**src/rtl/simd_dec_pkg.sv**
```systemverilog
// Shared constants and types for the packed SIMD decoder.
// Assumes a 32-bit instruction word and 5-bit register indices.
package simd_dec_pkg;
    localparam int INSN_W  = 32;
    localparam int RIDX_W  = 5;
    localparam int FUNC_W  = 6;
    localparam int ESEL_W  = 4;
    localparam int SLICE_W = 2;
    localparam int OPC_W   = 5;
    localparam logic [5:0] MAJOR_OPC = 6'b011110;

    typedef enum logic [OPC_W-1:0] {
        OP_NONE = 5'd0,  OP_ADD = 5'd1,  OP_SUB = 5'd2,  OP_AND = 5'd3,
        OP_XOR  = 5'd4,  OP_OR  = 5'd5,  OP_NOR = 5'd6,  OP_MIN = 5'd7,
        OP_MAX  = 5'd8,  OP_MUL = 5'd9,  OP_PICKF = 5'd10, OP_PICKT = 5'd11,
        OP_SLL  = 5'd12, OP_SRL = 5'd13, OP_SRA = 5'd14, OP_CEQ = 5'd15,
        OP_CLT  = 5'd16, OP_CLE = 5'd17, OP_ACC_ADD = 5'd18, OP_ACC_SUB = 5'd19,
        OP_ACC_MUL = 5'd20, OP_ACC_MULSUB = 5'd21, OP_RDACC = 5'd22,
        OP_WRACC = 5'd23, OP_ALIGN_IMM = 5'd24, OP_ALIGN_REG = 5'd25,
        OP_MSGN = 5'd26, OP_RZS = 5'd27, OP_RNAS = 5'd28, OP_RNES = 5'd29
    } op_class_e;

    // Encoding family: decides how bits 25:21 are read.
    typedef enum logic [2:0] {
        FAM_NONE, FAM_FMTSEL, FAM_HALF, FAM_RDACC, FAM_WRACC, FAM_ALIGN
    } fam_e;

    typedef struct packed {
        logic                valid;
        logic                match;
        op_class_e           op;
        logic [RIDX_W-1:0]   vd;
        logic [RIDX_W-1:0]   vs;
        logic [RIDX_W-1:0]   vt;
        logic                half;
        logic [ESEL_W-1:0]   esel;
        logic                acc_long;
        logic [SLICE_W-1:0]  slice;
        logic [RIDX_W-1:0]   aarg;
        logic                x_cop;
        logic                x_media;
        logic                x_rsv;
    } dec_out_t;
endpackage

```
**src/rtl/simd_func_classify.sv**
```systemverilog
// Maps the minor function code to an operation class and encoding family,
// and flags nonzero required-zero fields. Assumes the major opcode is checked elsewhere.
module simd_func_classify
    import simd_dec_pkg::*;
(
    input  logic [FUNC_W-1:0] fn,
    input  logic [3:0]        hi4,    // bits 25:22
    input  logic [14:0]       mid,    // bits 20:6
    output op_class_e         op,
    output fam_e              fam,
    output logic              field_bad
);
    logic [RIDX_W-1:0] f_vt, f_vs, f_vd;
    assign f_vt = mid[14:10];
    assign f_vs = mid[9:5];
    assign f_vd = mid[4:0];

    // Function-code lookup with per-family required-zero checks.
    always_comb begin
        op        = OP_NONE;
        fam       = FAM_NONE;
        field_bad = 1'b0;
        casez (fn)
            6'b001011: begin op = OP_ADD;   fam = FAM_FMTSEL; end
            6'b001010: begin op = OP_SUB;   fam = FAM_FMTSEL; end
            6'b001100: begin op = OP_AND;   fam = FAM_FMTSEL; end
            6'b001101: begin op = OP_XOR;   fam = FAM_FMTSEL; end
            6'b001110: begin op = OP_OR;    fam = FAM_FMTSEL; end
            6'b001111: begin op = OP_NOR;   fam = FAM_FMTSEL; end
            6'b000110: begin op = OP_MIN;   fam = FAM_FMTSEL; end
            6'b000111: begin op = OP_MAX;   fam = FAM_FMTSEL; end
            6'b110000: begin op = OP_MUL;   fam = FAM_FMTSEL; end
            6'b000010: begin op = OP_PICKF; fam = FAM_FMTSEL; end
            6'b000011: begin op = OP_PICKT; fam = FAM_FMTSEL; end
            6'b010000: begin op = OP_SLL;   fam = FAM_FMTSEL; end
            6'b010010: begin op = OP_SRL;   fam = FAM_FMTSEL; end
            6'b000001: begin op = OP_CEQ; fam = FAM_FMTSEL; field_bad = (f_vd != '0); end
            6'b000100: begin op = OP_CLT; fam = FAM_FMTSEL; field_bad = (f_vd != '0); end
            6'b000101: begin op = OP_CLE; fam = FAM_FMTSEL; field_bad = (f_vd != '0); end
            6'b110111: begin op = OP_ACC_ADD;    fam = FAM_FMTSEL; field_bad = (f_vd[3:0] != '0); end
            6'b110110: begin op = OP_ACC_SUB;    fam = FAM_FMTSEL; field_bad = (f_vd[3:0] != '0); end
            6'b110011: begin op = OP_ACC_MUL;    fam = FAM_FMTSEL; field_bad = (f_vd[3:0] != '0); end
            6'b110010: begin op = OP_ACC_MULSUB; fam = FAM_FMTSEL; field_bad = (f_vd[3:0] != '0); end
            6'b111111: begin
                op = OP_RDACC; fam = FAM_RDACC;
                field_bad = (f_vt != '0) || (f_vs != '0) ||
                            !(hi4 == 4'b1000 || hi4 == 4'b0100 || hi4 == 4'b0000);
            end
            6'b111110: begin
                op = OP_WRACC; fam = FAM_WRACC;
                field_bad = (f_vd != '0) || !(hi4 == 4'b1000 || hi4 == 4'b0000) ||
                            (hi4 == 4'b1000 && f_vt != '0);
            end
            6'b0110?0: begin op = OP_ALIGN_IMM; fam = FAM_ALIGN; field_bad = (hi4[3:2] != 2'b00); end
            6'b0110?1: begin op = OP_ALIGN_REG; fam = FAM_ALIGN; end
            6'b000000: begin op = OP_MSGN; fam = FAM_HALF; end
            6'b010011: begin op = OP_SRA;  fam = FAM_HALF; end
            6'b100100: begin op = OP_RZS;  fam = FAM_HALF; field_bad = (f_vs != '0); end
            6'b100101: begin op = OP_RNAS; fam = FAM_HALF; field_bad = (f_vs != '0); end
            6'b100110: begin op = OP_RNES; fam = FAM_HALF; field_bad = (f_vs != '0); end
            default:   begin op = OP_NONE; fam = FAM_NONE; end
        endcase
    end
endmodule

```
**src/rtl/simd_fmt_select.sv**
```systemverilog
// Interprets bits 25:21 according to the encoding family: lane format,
// element select, accumulator slice and align argument. Flags a bad selector.
module simd_fmt_select
    import simd_dec_pkg::*;
(
    input  op_class_e           op,
    input  fam_e                fam,
    input  logic [4:0]          sel,    // bits 25:21
    input  logic                fbit,   // bit 1, align format
    input  logic                lbit,   // bit 10, accumulator L form
    output logic                half,
    output logic [ESEL_W-1:0]   esel,
    output logic                acc_long,
    output logic [SLICE_W-1:0]  slice,
    output logic [RIDX_W-1:0]   aarg,
    output logic                fmt_bad
);
    // Per-family interpretation of the selector field.
    always_comb begin
        half     = 1'b0;
        esel     = '0;
        acc_long = 1'b0;
        slice    = '0;
        aarg     = '0;
        fmt_bad  = 1'b0;
        case (fam)
            FAM_FMTSEL: begin
                if (!sel[0]) begin
                    esel = sel[4:1];
                end else if (!sel[1]) begin
                    half = 1'b1;
                    esel = {1'b0, sel[4:2]};
                end else begin
                    fmt_bad = 1'b1;
                end
                acc_long = lbit && (op inside {OP_ACC_ADD, OP_ACC_SUB, OP_ACC_MUL, OP_ACC_MULSUB});
            end
            FAM_HALF: begin
                if (sel[1:0] == 2'b01) begin
                    half = 1'b1;
                    esel = {1'b0, sel[4:2]};
                end else begin
                    fmt_bad = 1'b1;
                end
            end
            FAM_RDACC, FAM_WRACC: begin
                half = sel[0];
                case (sel[4:1])
                    4'b1000: slice = 2'd2;
                    4'b0100: slice = 2'd1;
                    default: slice = 2'd0;
                endcase
            end
            FAM_ALIGN: begin
                half = fbit;
                aarg = (op == OP_ALIGN_REG) ? sel : {2'b00, sel[2:0]};
            end
            default: ;
        endcase
    end
endmodule

```
**src/rtl/simd_exc_chain.sv**
```systemverilog
// Ordered exception chain: coprocessor unusable, then media disabled, then
// reserved. Assumes rsv_cond already merges all reserved-encoding causes.
module simd_exc_chain (
    input  logic match,
    input  logic cop_ok,
    input  logic mx,
    input  logic fr,
    input  logic rsv_cond,
    output logic x_cop,
    output logic x_media,
    output logic x_rsv
);
    // Each stage fires only if every earlier stage passed.
    always_comb begin
        x_cop   = match && !cop_ok;
        x_media = match && cop_ok && !(mx && fr);
        x_rsv   = match && cop_ok && mx && fr && rsv_cond;
    end
endmodule

```
**src/rtl/simd_insn_decoder.sv**
```systemverilog
// Top of the packed SIMD instruction decoder. Matches the major opcode,
// combines classification, selector decode and the exception chain, and
// optionally registers the result (REG_OUT=1, one cycle latency).
module simd_insn_decoder
    import simd_dec_pkg::*;
#(
    parameter bit REG_OUT = 1'b1
) (
    input  logic                clk,
    input  logic                rst_n,
    input  logic                insn_valid,
    input  logic [INSN_W-1:0]   insn,
    input  logic                cop_usable,
    input  logic                st_mx,
    input  logic                st_fr,
    output logic                out_valid,
    output logic                is_media,
    output logic [OPC_W-1:0]    op_class,
    output logic [RIDX_W-1:0]   vd_idx,
    output logic [RIDX_W-1:0]   vs_idx,
    output logic [RIDX_W-1:0]   vt_idx,
    output logic                fmt_half,
    output logic [ESEL_W-1:0]   elem_sel,
    output logic                acc_long,
    output logic [SLICE_W-1:0]  acc_slice,
    output logic [RIDX_W-1:0]   align_arg,
    output logic                exc_cop_unusable,
    output logic                exc_media_off,
    output logic                exc_reserved
);
    logic               match;
    op_class_e          cls_op;
    fam_e               cls_fam;
    logic               field_bad;
    logic               s_half, s_long, s_bad;
    logic [ESEL_W-1:0]  s_esel;
    logic [SLICE_W-1:0] s_slice;
    logic [RIDX_W-1:0]  s_aarg;
    logic               x_cop, x_media, x_rsv, ok;
    dec_out_t           d, q;

    assign match = insn_valid && (insn[31:26] == MAJOR_OPC);

    simd_func_classify u_cls (
        .fn        (insn[5:0]),
        .hi4       (insn[25:22]),
        .mid       (insn[20:6]),
        .op        (cls_op),
        .fam       (cls_fam),
        .field_bad (field_bad)
    );

    simd_fmt_select u_sel (
        .op       (cls_op),
        .fam      (cls_fam),
        .sel      (insn[25:21]),
        .fbit     (insn[1]),
        .lbit     (insn[10]),
        .half     (s_half),
        .esel     (s_esel),
        .acc_long (s_long),
        .slice    (s_slice),
        .aarg     (s_aarg),
        .fmt_bad  (s_bad)
    );

    simd_exc_chain u_exc (
        .match    (match),
        .cop_ok   (cop_usable),
        .mx       (st_mx),
        .fr       (st_fr),
        .rsv_cond (field_bad || s_bad || (cls_op == OP_NONE)),
        .x_cop    (x_cop),
        .x_media  (x_media),
        .x_rsv    (x_rsv)
    );

    assign ok = match && !(x_cop || x_media || x_rsv);

    // Assemble the decoded record; attributes are cleared under an exception.
    always_comb begin
        d          = '0;
        d.valid    = insn_valid;
        d.match    = match;
        d.op       = ok ? cls_op : OP_NONE;
        d.vd       = match ? insn[10:6]  : '0;
        d.vs       = match ? insn[15:11] : '0;
        d.vt       = match ? insn[20:16] : '0;
        d.half     = ok && s_half;
        d.esel     = ok ? s_esel  : '0;
        d.acc_long = ok && s_long;
        d.slice    = ok ? s_slice : '0;
        d.aarg     = ok ? s_aarg  : '0;
        d.x_cop    = x_cop;
        d.x_media  = x_media;
        d.x_rsv    = x_rsv;
    end

    generate
        if (REG_OUT) begin : g_reg
            // Output register with synchronous active-low reset.
            always_ff @(posedge clk) begin
                if (!rst_n) q <= '0;
                else        q <= d;
            end

            AST_EXC_ONEHOT: assert property (@(posedge clk) disable iff (!rst_n)
                $onehot0({q.x_cop, q.x_media, q.x_rsv}));
            AST_EXC_CLEARS_CLASS: assert property (@(posedge clk) disable iff (!rst_n)
                (q.x_cop || q.x_media || q.x_rsv) |-> (q.op == OP_NONE && q.slice == '0));
            AST_COP_FIRST: assert property (@(posedge clk) disable iff (!rst_n)
                (insn_valid && insn[31:26] == MAJOR_OPC && !cop_usable) |=> q.x_cop);
            AST_MEDIA_SECOND: assert property (@(posedge clk) disable iff (!rst_n)
                (insn_valid && insn[31:26] == MAJOR_OPC && cop_usable && !(st_mx && st_fr))
                |=> (q.x_media && !q.x_rsv));
            AST_FOREIGN_QUIET: assert property (@(posedge clk) disable iff (!rst_n)
                (insn_valid && insn[31:26] != MAJOR_OPC)
                |=> (q.valid && !q.match && q.op == OP_NONE && !q.x_rsv));
            AST_IDLE_ZERO: assert property (@(posedge clk) disable iff (!rst_n)
                !insn_valid |=> (!q.valid && !q.match));
        end else begin : g_comb
            assign q = d;
        end
    endgenerate

    assign out_valid        = q.valid;
    assign is_media         = q.match;
    assign op_class         = q.op;
    assign vd_idx           = q.vd;
    assign vs_idx           = q.vs;
    assign vt_idx           = q.vt;
    assign fmt_half         = q.half;
    assign elem_sel         = q.esel;
    assign acc_long         = q.acc_long;
    assign acc_slice        = q.slice;
    assign align_arg        = q.aarg;
    assign exc_cop_unusable = q.x_cop;
    assign exc_media_off    = q.x_media;
    assign exc_reserved     = q.x_rsv;
endmodule

```
**config.mk**
```make
export PLATFORM = sky130hd
export DESIGN_NAME = simd_insn_decoder
export DESIGN_NICKNAME = d
export VERILOG_FILES = /design/src/rtl/simd_dec_pkg.sv /design/src/rtl/simd_func_classify.sv /design/src/rtl/simd_fmt_select.sv /design/src/rtl/simd_exc_chain.sv /design/src/rtl/simd_insn_decoder.sv
export SDC_FILE = /design/constraint.sdc
export NUM_CORES = 1
export LEC_CHECK = 0
export BUFFER_PORTS_ARGS = -buffer_cell sky130_fd_sc_hd__buf_2
export CAP_MARGIN = 0
export CORE_ASPECT_RATIO = 1.5
export CORE_MARGIN = 10
export CORE_UTILIZATION = 40
export CTS_BUF_LIST = sky130_fd_sc_hd__clkbuf_4 sky130_fd_sc_hd__clkbuf_8
export DETAILED_ROUTE_END_ITERATION = 8
export PLACE_DENSITY = 0.66
export REMOVE_ABC_BUFFERS = 1
export SETUP_SLACK_MARGIN = 0.15
export SLEW_MARGIN = 20
export SYNTH_ARGS = -nofsm -noshare
export SYNTH_HDL_FRONTEND = slang
export SYNTH_SLANG_ARGS = --single-unit
```
**constraint.sdc**
```tcl
create_clock -name clk -period 1.8 [get_ports clk]
set_input_delay 0.09 -clock clk [delete_from_list [all_inputs] [get_ports clk]]
set_output_delay 0.09 -clock clk [all_outputs]
set_load 0.02 [all_outputs]
```
* Yosys cells after proc, flatten, opt, wreduce, memory -nomap -nowiden
Cells that the tools add are included.
** Operators by class
- Equal/unequal tests :: 42
- Multiplexer cells :: 17
- Reduce and logical (&&, ||, !) cells :: 50
** Operators by type and width (count)
- $pmux W5 S29 :: 1
- $eq A6 B6 Y1 const B :: 10
- $eq A6 B4 Y1 const B :: 6
- $eq A5 B5 Y1 const B :: 5
- $eq A6 B3 Y1 const B :: 4
- $eq A6 B5 Y1 const B :: 4
- $reduce_or A20 Y1 :: 1
- $pmux W3 S5 :: 1
- $reduce_bool A5 Y1 :: 3
- $logic_and A1 B1 Y1 :: 13
- $eq A6 B2 Y1 const B :: 2
- $logic_or A1 B1 Y1 :: 11
- $eq A5 B4 Y1 const B :: 2
- $pmux W4 S2 :: 1
- $reduce_bool A4 Y1 :: 2
- $mux W1 :: 7
- $eq A3 B2 Y1 const B :: 2
- $eq A3 B3 Y1 const B :: 2
- $eq A6 B1 Y1 const B :: 1
- $logic_not A6 Y1 :: 1
- $mux W3 :: 2
- $pmux W1 S6 :: 1
- $reduce_and A3 Y1 :: 2
- $reduce_or A3 Y1 :: 2
- other kinds (17) :: 23
** Storage, ports and cells
- Register bits after elaboration :: 38
- Bits of input ports :: 38
- Output and inout bits :: 38
- Logic and storage cells :: 124

* Longest topological paths before layout
- Word-level depth :: 13
- Depth in mapped cells :: 9
- Gate-level depth less buffers :: 5

* Cells and area by module
From an unflattened synthesis, not the netlist that was laid out.
** Unflattened totals
- Cell total of the unflattened synthesis :: 279
- Area, all modules :: 2396.0 µm²
** By module, submodules not included
- simd_insn_decoder :: instances 1, cells each 128, area each 1395.1 µm², sequential area each 760.7 µm²
- simd_func_classify :: instances 1, cells each 107, area each 660.6 µm², sequential area each 0.0 µm²
- simd_fmt_select :: instances 1, cells each 39, area each 314.1 µm², sequential area each 0.0 µm²
- simd_exc_chain :: instances 1, cells each 5, area each 26.3 µm², sequential area each 0.0 µm²

* Least setup slack after synthesis
OpenSTA, ideal clock, no wires.
- Path kind :: input to register
- Start point :: input port insn[5]
- End point :: register q, in the netlist op_class[2]
- Setup time :: 0.127 ns
- Data arrival time :: 1.509 ns
- Required time :: 1.673 ns
- Slack :: 0.163 ns
- Cell stages on the path :: 7
- Path buffers :: 2
- Cell sequence :: buf_4 > nor2_1 > or4b_1 > a31oi_2 > a221o_2 > buf_6 > nor3_2
** On the way
- Longest elaborated chain between the ends :: 12
- Elaborated cells between the ends (all ways) :: 49
- Those cells by class :: eq/ne (30); mux (4); reduce/logical (15)
** RTL lines
- start, declared :: line simd_insn_decoder.sv:12 : input logic [INSN_W-1:0] insn,
- $eq A6 B4 Y1, or another cell as far along :: line simd_func_classify.sv:23 : casez (fn)
- $reduce_or A20 Y1 (no source line), or another cell as far along
- $pmux W3 S5 :: line simd_func_classify.sv:23
- $eq A3 B2 Y1 / $eq A3 B1 Y1 (equally long branches) :: line simd_fmt_select.sv:26 : case (fam)
- $pmux W1 S2 :: line simd_fmt_select.sv:26
- $logic_or A1 B1 Y1 (2 in series) :: line simd_insn_decoder.sv:72 : .rsv_cond (field_bad || s_bad || (cls_op == OP_NONE)),
- $logic_and A1 B1 Y1 :: line simd_exc_chain.sv:17 : x_rsv = match && cop_ok && mx && fr && rsv_cond;
- $logic_or A1 B1 Y1 :: line simd_insn_decoder.sv:78 : assign ok = match && !(x_cop || x_media || x_rsv);
- $logic_not A1 Y1 :: line simd_insn_decoder.sv:78
- $logic_and A1 B1 Y1 :: line simd_insn_decoder.sv:78
- $reduce_and A2 Y1 (no source line)
- end signal, assigned :: line simd_insn_decoder.sv:103 : if (!rst_n) q <= '0;
- end signal, assigned :: line simd_insn_decoder.sv:104 : else q <= d;
- end, declared :: line simd_insn_decoder.sv:40 : dec_out_t d, q;
Parallel ways exist; a longest one is shown, timed or not.
A chain may end at the register's enable or synchronous reset.

* Final worst setup path
- Start point :: input port insn[1]
- End point :: register q, in the netlist elem_sel[0]
** On the way
- Longest elaborated chain between the ends :: 12
- Elaborated cells between the ends (all ways) :: 47
- Those cells by class :: eq/ne (28); mux (5); reduce/logical (14)
** RTL lines (line)
- $eq A6 B4 Y1, or another cell as far along :: simd_func_classify.sv:23
- $reduce_or A20 Y1 (no source line) / $reduce_or A5 Y1 (equally long branches)
- $pmux W3 S5 :: simd_func_classify.sv:23
- $eq A3 B2 Y1 / $eq A3 B1 Y1 (equally long branches) :: simd_fmt_select.sv:26
- $pmux W1 S2 :: simd_fmt_select.sv:26
- $logic_or A1 B1 Y1 (2 in series) :: simd_insn_decoder.sv:72
- $logic_and A1 B1 Y1 :: simd_exc_chain.sv:17
- $logic_or A1 B1 Y1 :: simd_insn_decoder.sv:78
- $logic_not A1 Y1 :: simd_insn_decoder.sv:78
- $logic_and A1 B1 Y1 :: simd_insn_decoder.sv:78
- $reduce_and A2 Y1 (no source line)
Parallel ways exist; a longest one is shown, timed or not.

==> run metrics <==
critical path's largest stage delay=between 0.2 and 0.3 ns; Final period util=roughly 87%; total clock buffers created by CTS=5; Fin. Hold Viols=0; endpoints failing setup=0; total grt overflow=0; DRC viols=0; Placement Cell Area=about 0.0027 sq mm; outcome=finished, final reports clean; Leak=1.25 nW; Clock Tree Root=clkbuf_8; Placeable Area=between 0.005 and 0.006 sq mm; Max Buffers Root-to-Sink=2; EDFF count, synth=0; Setup TNS=0 ns; area share of the largest cell type after synthesis=35.6%; WL final=5980 microns; P&R area growth vs syn=34.3%; crit-path cells=buf_2 > buf_4 > nand2b_1 > o32ai_1 > a311oi_1 > buf_4 > nand4_4 > buf_4 > a211oi_1; DR WL/cell=14.9 microns; Mapped Avg Cell Area=around 9.2 sq um; DR pass1 iterations=4; cell area after layout=roughly 0.0029 sq mm; Peak VDD IR=roughly 390 uV; critical path type=input port to flop; worst rel slew slack=71.4%; vias in the first global route=around 2100; initial DRC count=between 150 and 200; Tmin final=between 1.5 and 2 ns; Worst Setup Start Kind=input port; Row Count=32; TritonCTS clock tree=done; fmax=between 0.6 and 0.7 GHz; H-tree levels=2; worst-path maximum fanout=20; Ys Warns=0; Yosys cell types=63; sequential fraction of the synthesis area=35.6%; slowest cell on the critical path=a311oi_1; Routed Antenna Nets=0; nets=about 370; Yosys reg bits=38; critical path arrival=between 1.5 and 2 ns; diode count=0; Syn Inst Count=approximately 230; boundary pin count=between 70 and 80; share of flip-flops with an asynchronous set or reset=0%; slew at the pin with the worst max-slew slack=0.422 ns; largest net degree at the start of global routing=24; Power Total=around 0.0019 W; first-pass GRT wire length=9870 microns; hold crit path type=input port to flop; Vias/cell=~5.2; main area contributors after synthesis=dfxtp_1, and2_1, nor3_2; most common cell in the netlist=dfxtp_1; Most common cell on crit path=buf_4; Total GRT Usage=between 10 and 15%; RSZ-0062 raised after global routing=no; maxcap violations=0; pins over their slew limit=0; CTS clk-pin slew, worst paths=around 0.07 ns; vias=about 2100; Die X=79.7 microns; most common library cells after synthesis=dfxtp_1, and2_1, nand2_1, nor2_1, nor3_2; pwr dens=655 mW/mm^2; antenna violations before repair=0; PortBufs=75; synthesized area=0.00214 sq mm; CP Capture Type=flop; GP Congestion=~0.85; WHS=roughly 0.013 ns; Die Y=~110 microns; post-DP HPWL=~4800 microns; CTS sink cnt=38; Primary FF master, synth=dfxtp_1; Die ar.=between 0.008 and 0.009 sq mm; Initial Util=41.4%; Crit path required time=1.99 ns; ratio of cells with drive above 1 in the final layout=44.9%; top cell type by total area after synthesis=dfxtp_1
[path summary, 6_finish.rpt]
kind                        from                     end  slack, ns  cells past startpoint
worst max-delay path     insn[1]  elem_sel[0]$_SDFF_PN0_       0.24                      9
worst min-delay path  insn_valid    out_valid$_SDFF_PN0_       0.01                      3
[registers in the layout, summed over array words and instances (netlist names)]
| signal | flops |
|---|---|
| acc_long | 1 |
| acc_slice | 2 |
| align_arg | 5 |
| elem_sel | 4 |
| exc_cop_unusable | 1 |
| exc_media_off | 1 |
| exc_reserved | 1 |
| fmt_half | 1 |
| is_media | 1 |
| op_class | 5 |
| out_valid | 1 |
| vd_idx | 5 |
| vs_idx | 5 |
| vt_idx | 5 |
[where the power goes]
part | total, W | leakage, nW | switching, W | internal (W)
Clock | 0.000685 | 0.0579 | 0.000278 | 0.000407
Combinational | 0.000354 | 0.891 | 0.000193 | 0.000162
Sequential | 0.000843 | 0.306 | 0.000000313 | 0.000842
Total | 0.00188 | 1.25 | 0.000471 | 0.00141
[layer usage]
layer | global-route usage (%) | vias up | part of all wire (%)
met3 | 3.10 | 8 | 5.3
met5 | 0 | - | 0
li1 | - | 1060 | -
met4 | 5.27 | 0 | 1.9
met1 | 14.3 | 972 | 38
met2 | 25.9 | 59 | 55
[worst max-delay path, delay by kind of cell]
family	cells	cell delay [ns]
buf+inv	4	0.76
compound gates	3	0.61
simple gates	2	0.30
[what timing repair did]
action	in CTS	in global routing
setup endpoints to repair	0	4
resized for setup	0	3
buffers inserted	0	0
hold buffers	1	0
endpoints found under the hold margin	1	0
[metrics by stage]
step / cells / worst slack [ns] / utilization, %
2_1_floorplan: 211 / 0.0850 / -
3_3_place_gp: 391 / -0.0126 / 52.9
3_5_place_dp: 391 / -0.0593 / 52.9
4_1_cts: 400 / 0.225 / 55.2
5_1_grt: 400 / 0.149 / 55.6
6_report: 400 / 0.240 / 55.6
[layout by cell type (no fill, tap or decap), types with 3 or more instances in the layout]
cell      netlist  routed
buf_2           7      75
dfxtp_1        38      38
buf_4           4      37
and2_1         16      16
nor2_1         12      12
nand2_1        12      12
nor3_2         10      10
o21ai_0         8       8
nor3_1          7       7
nand3b_1        7       7
inv_1           6       6
a211oi_1        6       6
o211ai_1        5       5
nand2b_1        5       5
nor3b_1         5       5
clkbuf_8        0       5
a21oi_1         4       4
nand3_1         4       4
nor4_2          1       3
a211o_1         3       3
nand4_1         3       3
or4_1           3       3
and3_1          3       3
o21ba_2         3       3
[area by class of cell]
| type | count | area (sq um) |
|---|---|---|
| sequential | 38 | 761 |
| clock inverter | 3 | 40.0 |
| tap | 68 | 85.1 |
| fill | 488 | 2290 |
| clock buffer | 5 | 68.8 |
| multi-input combinational | 167 | 1230 |
| inverter | 6 | 22.5 |
| timing repair buffer | 113 | 663 |
[cells by family (layout without fill, tap and decap cells)]
| kind of cell | after synthesis | after routing | synth area share [%] |
|---|---|---|---|
| and+or+nand+nor | 112 | 112 | 36.3 |
| AOI/OAI and AO/OA | 52 | 52 | 19.1 |
| DFF | 38 | 38 | 35.6 |
| buffers and inverters | 28 | 127 | 7.78 |
| xor gates and xnor gates | 2 | 2 | 0.819 |
| muxes | 1 | 1 | 0.468 |
Note: power is estimated with default switching activity, not from simulation.
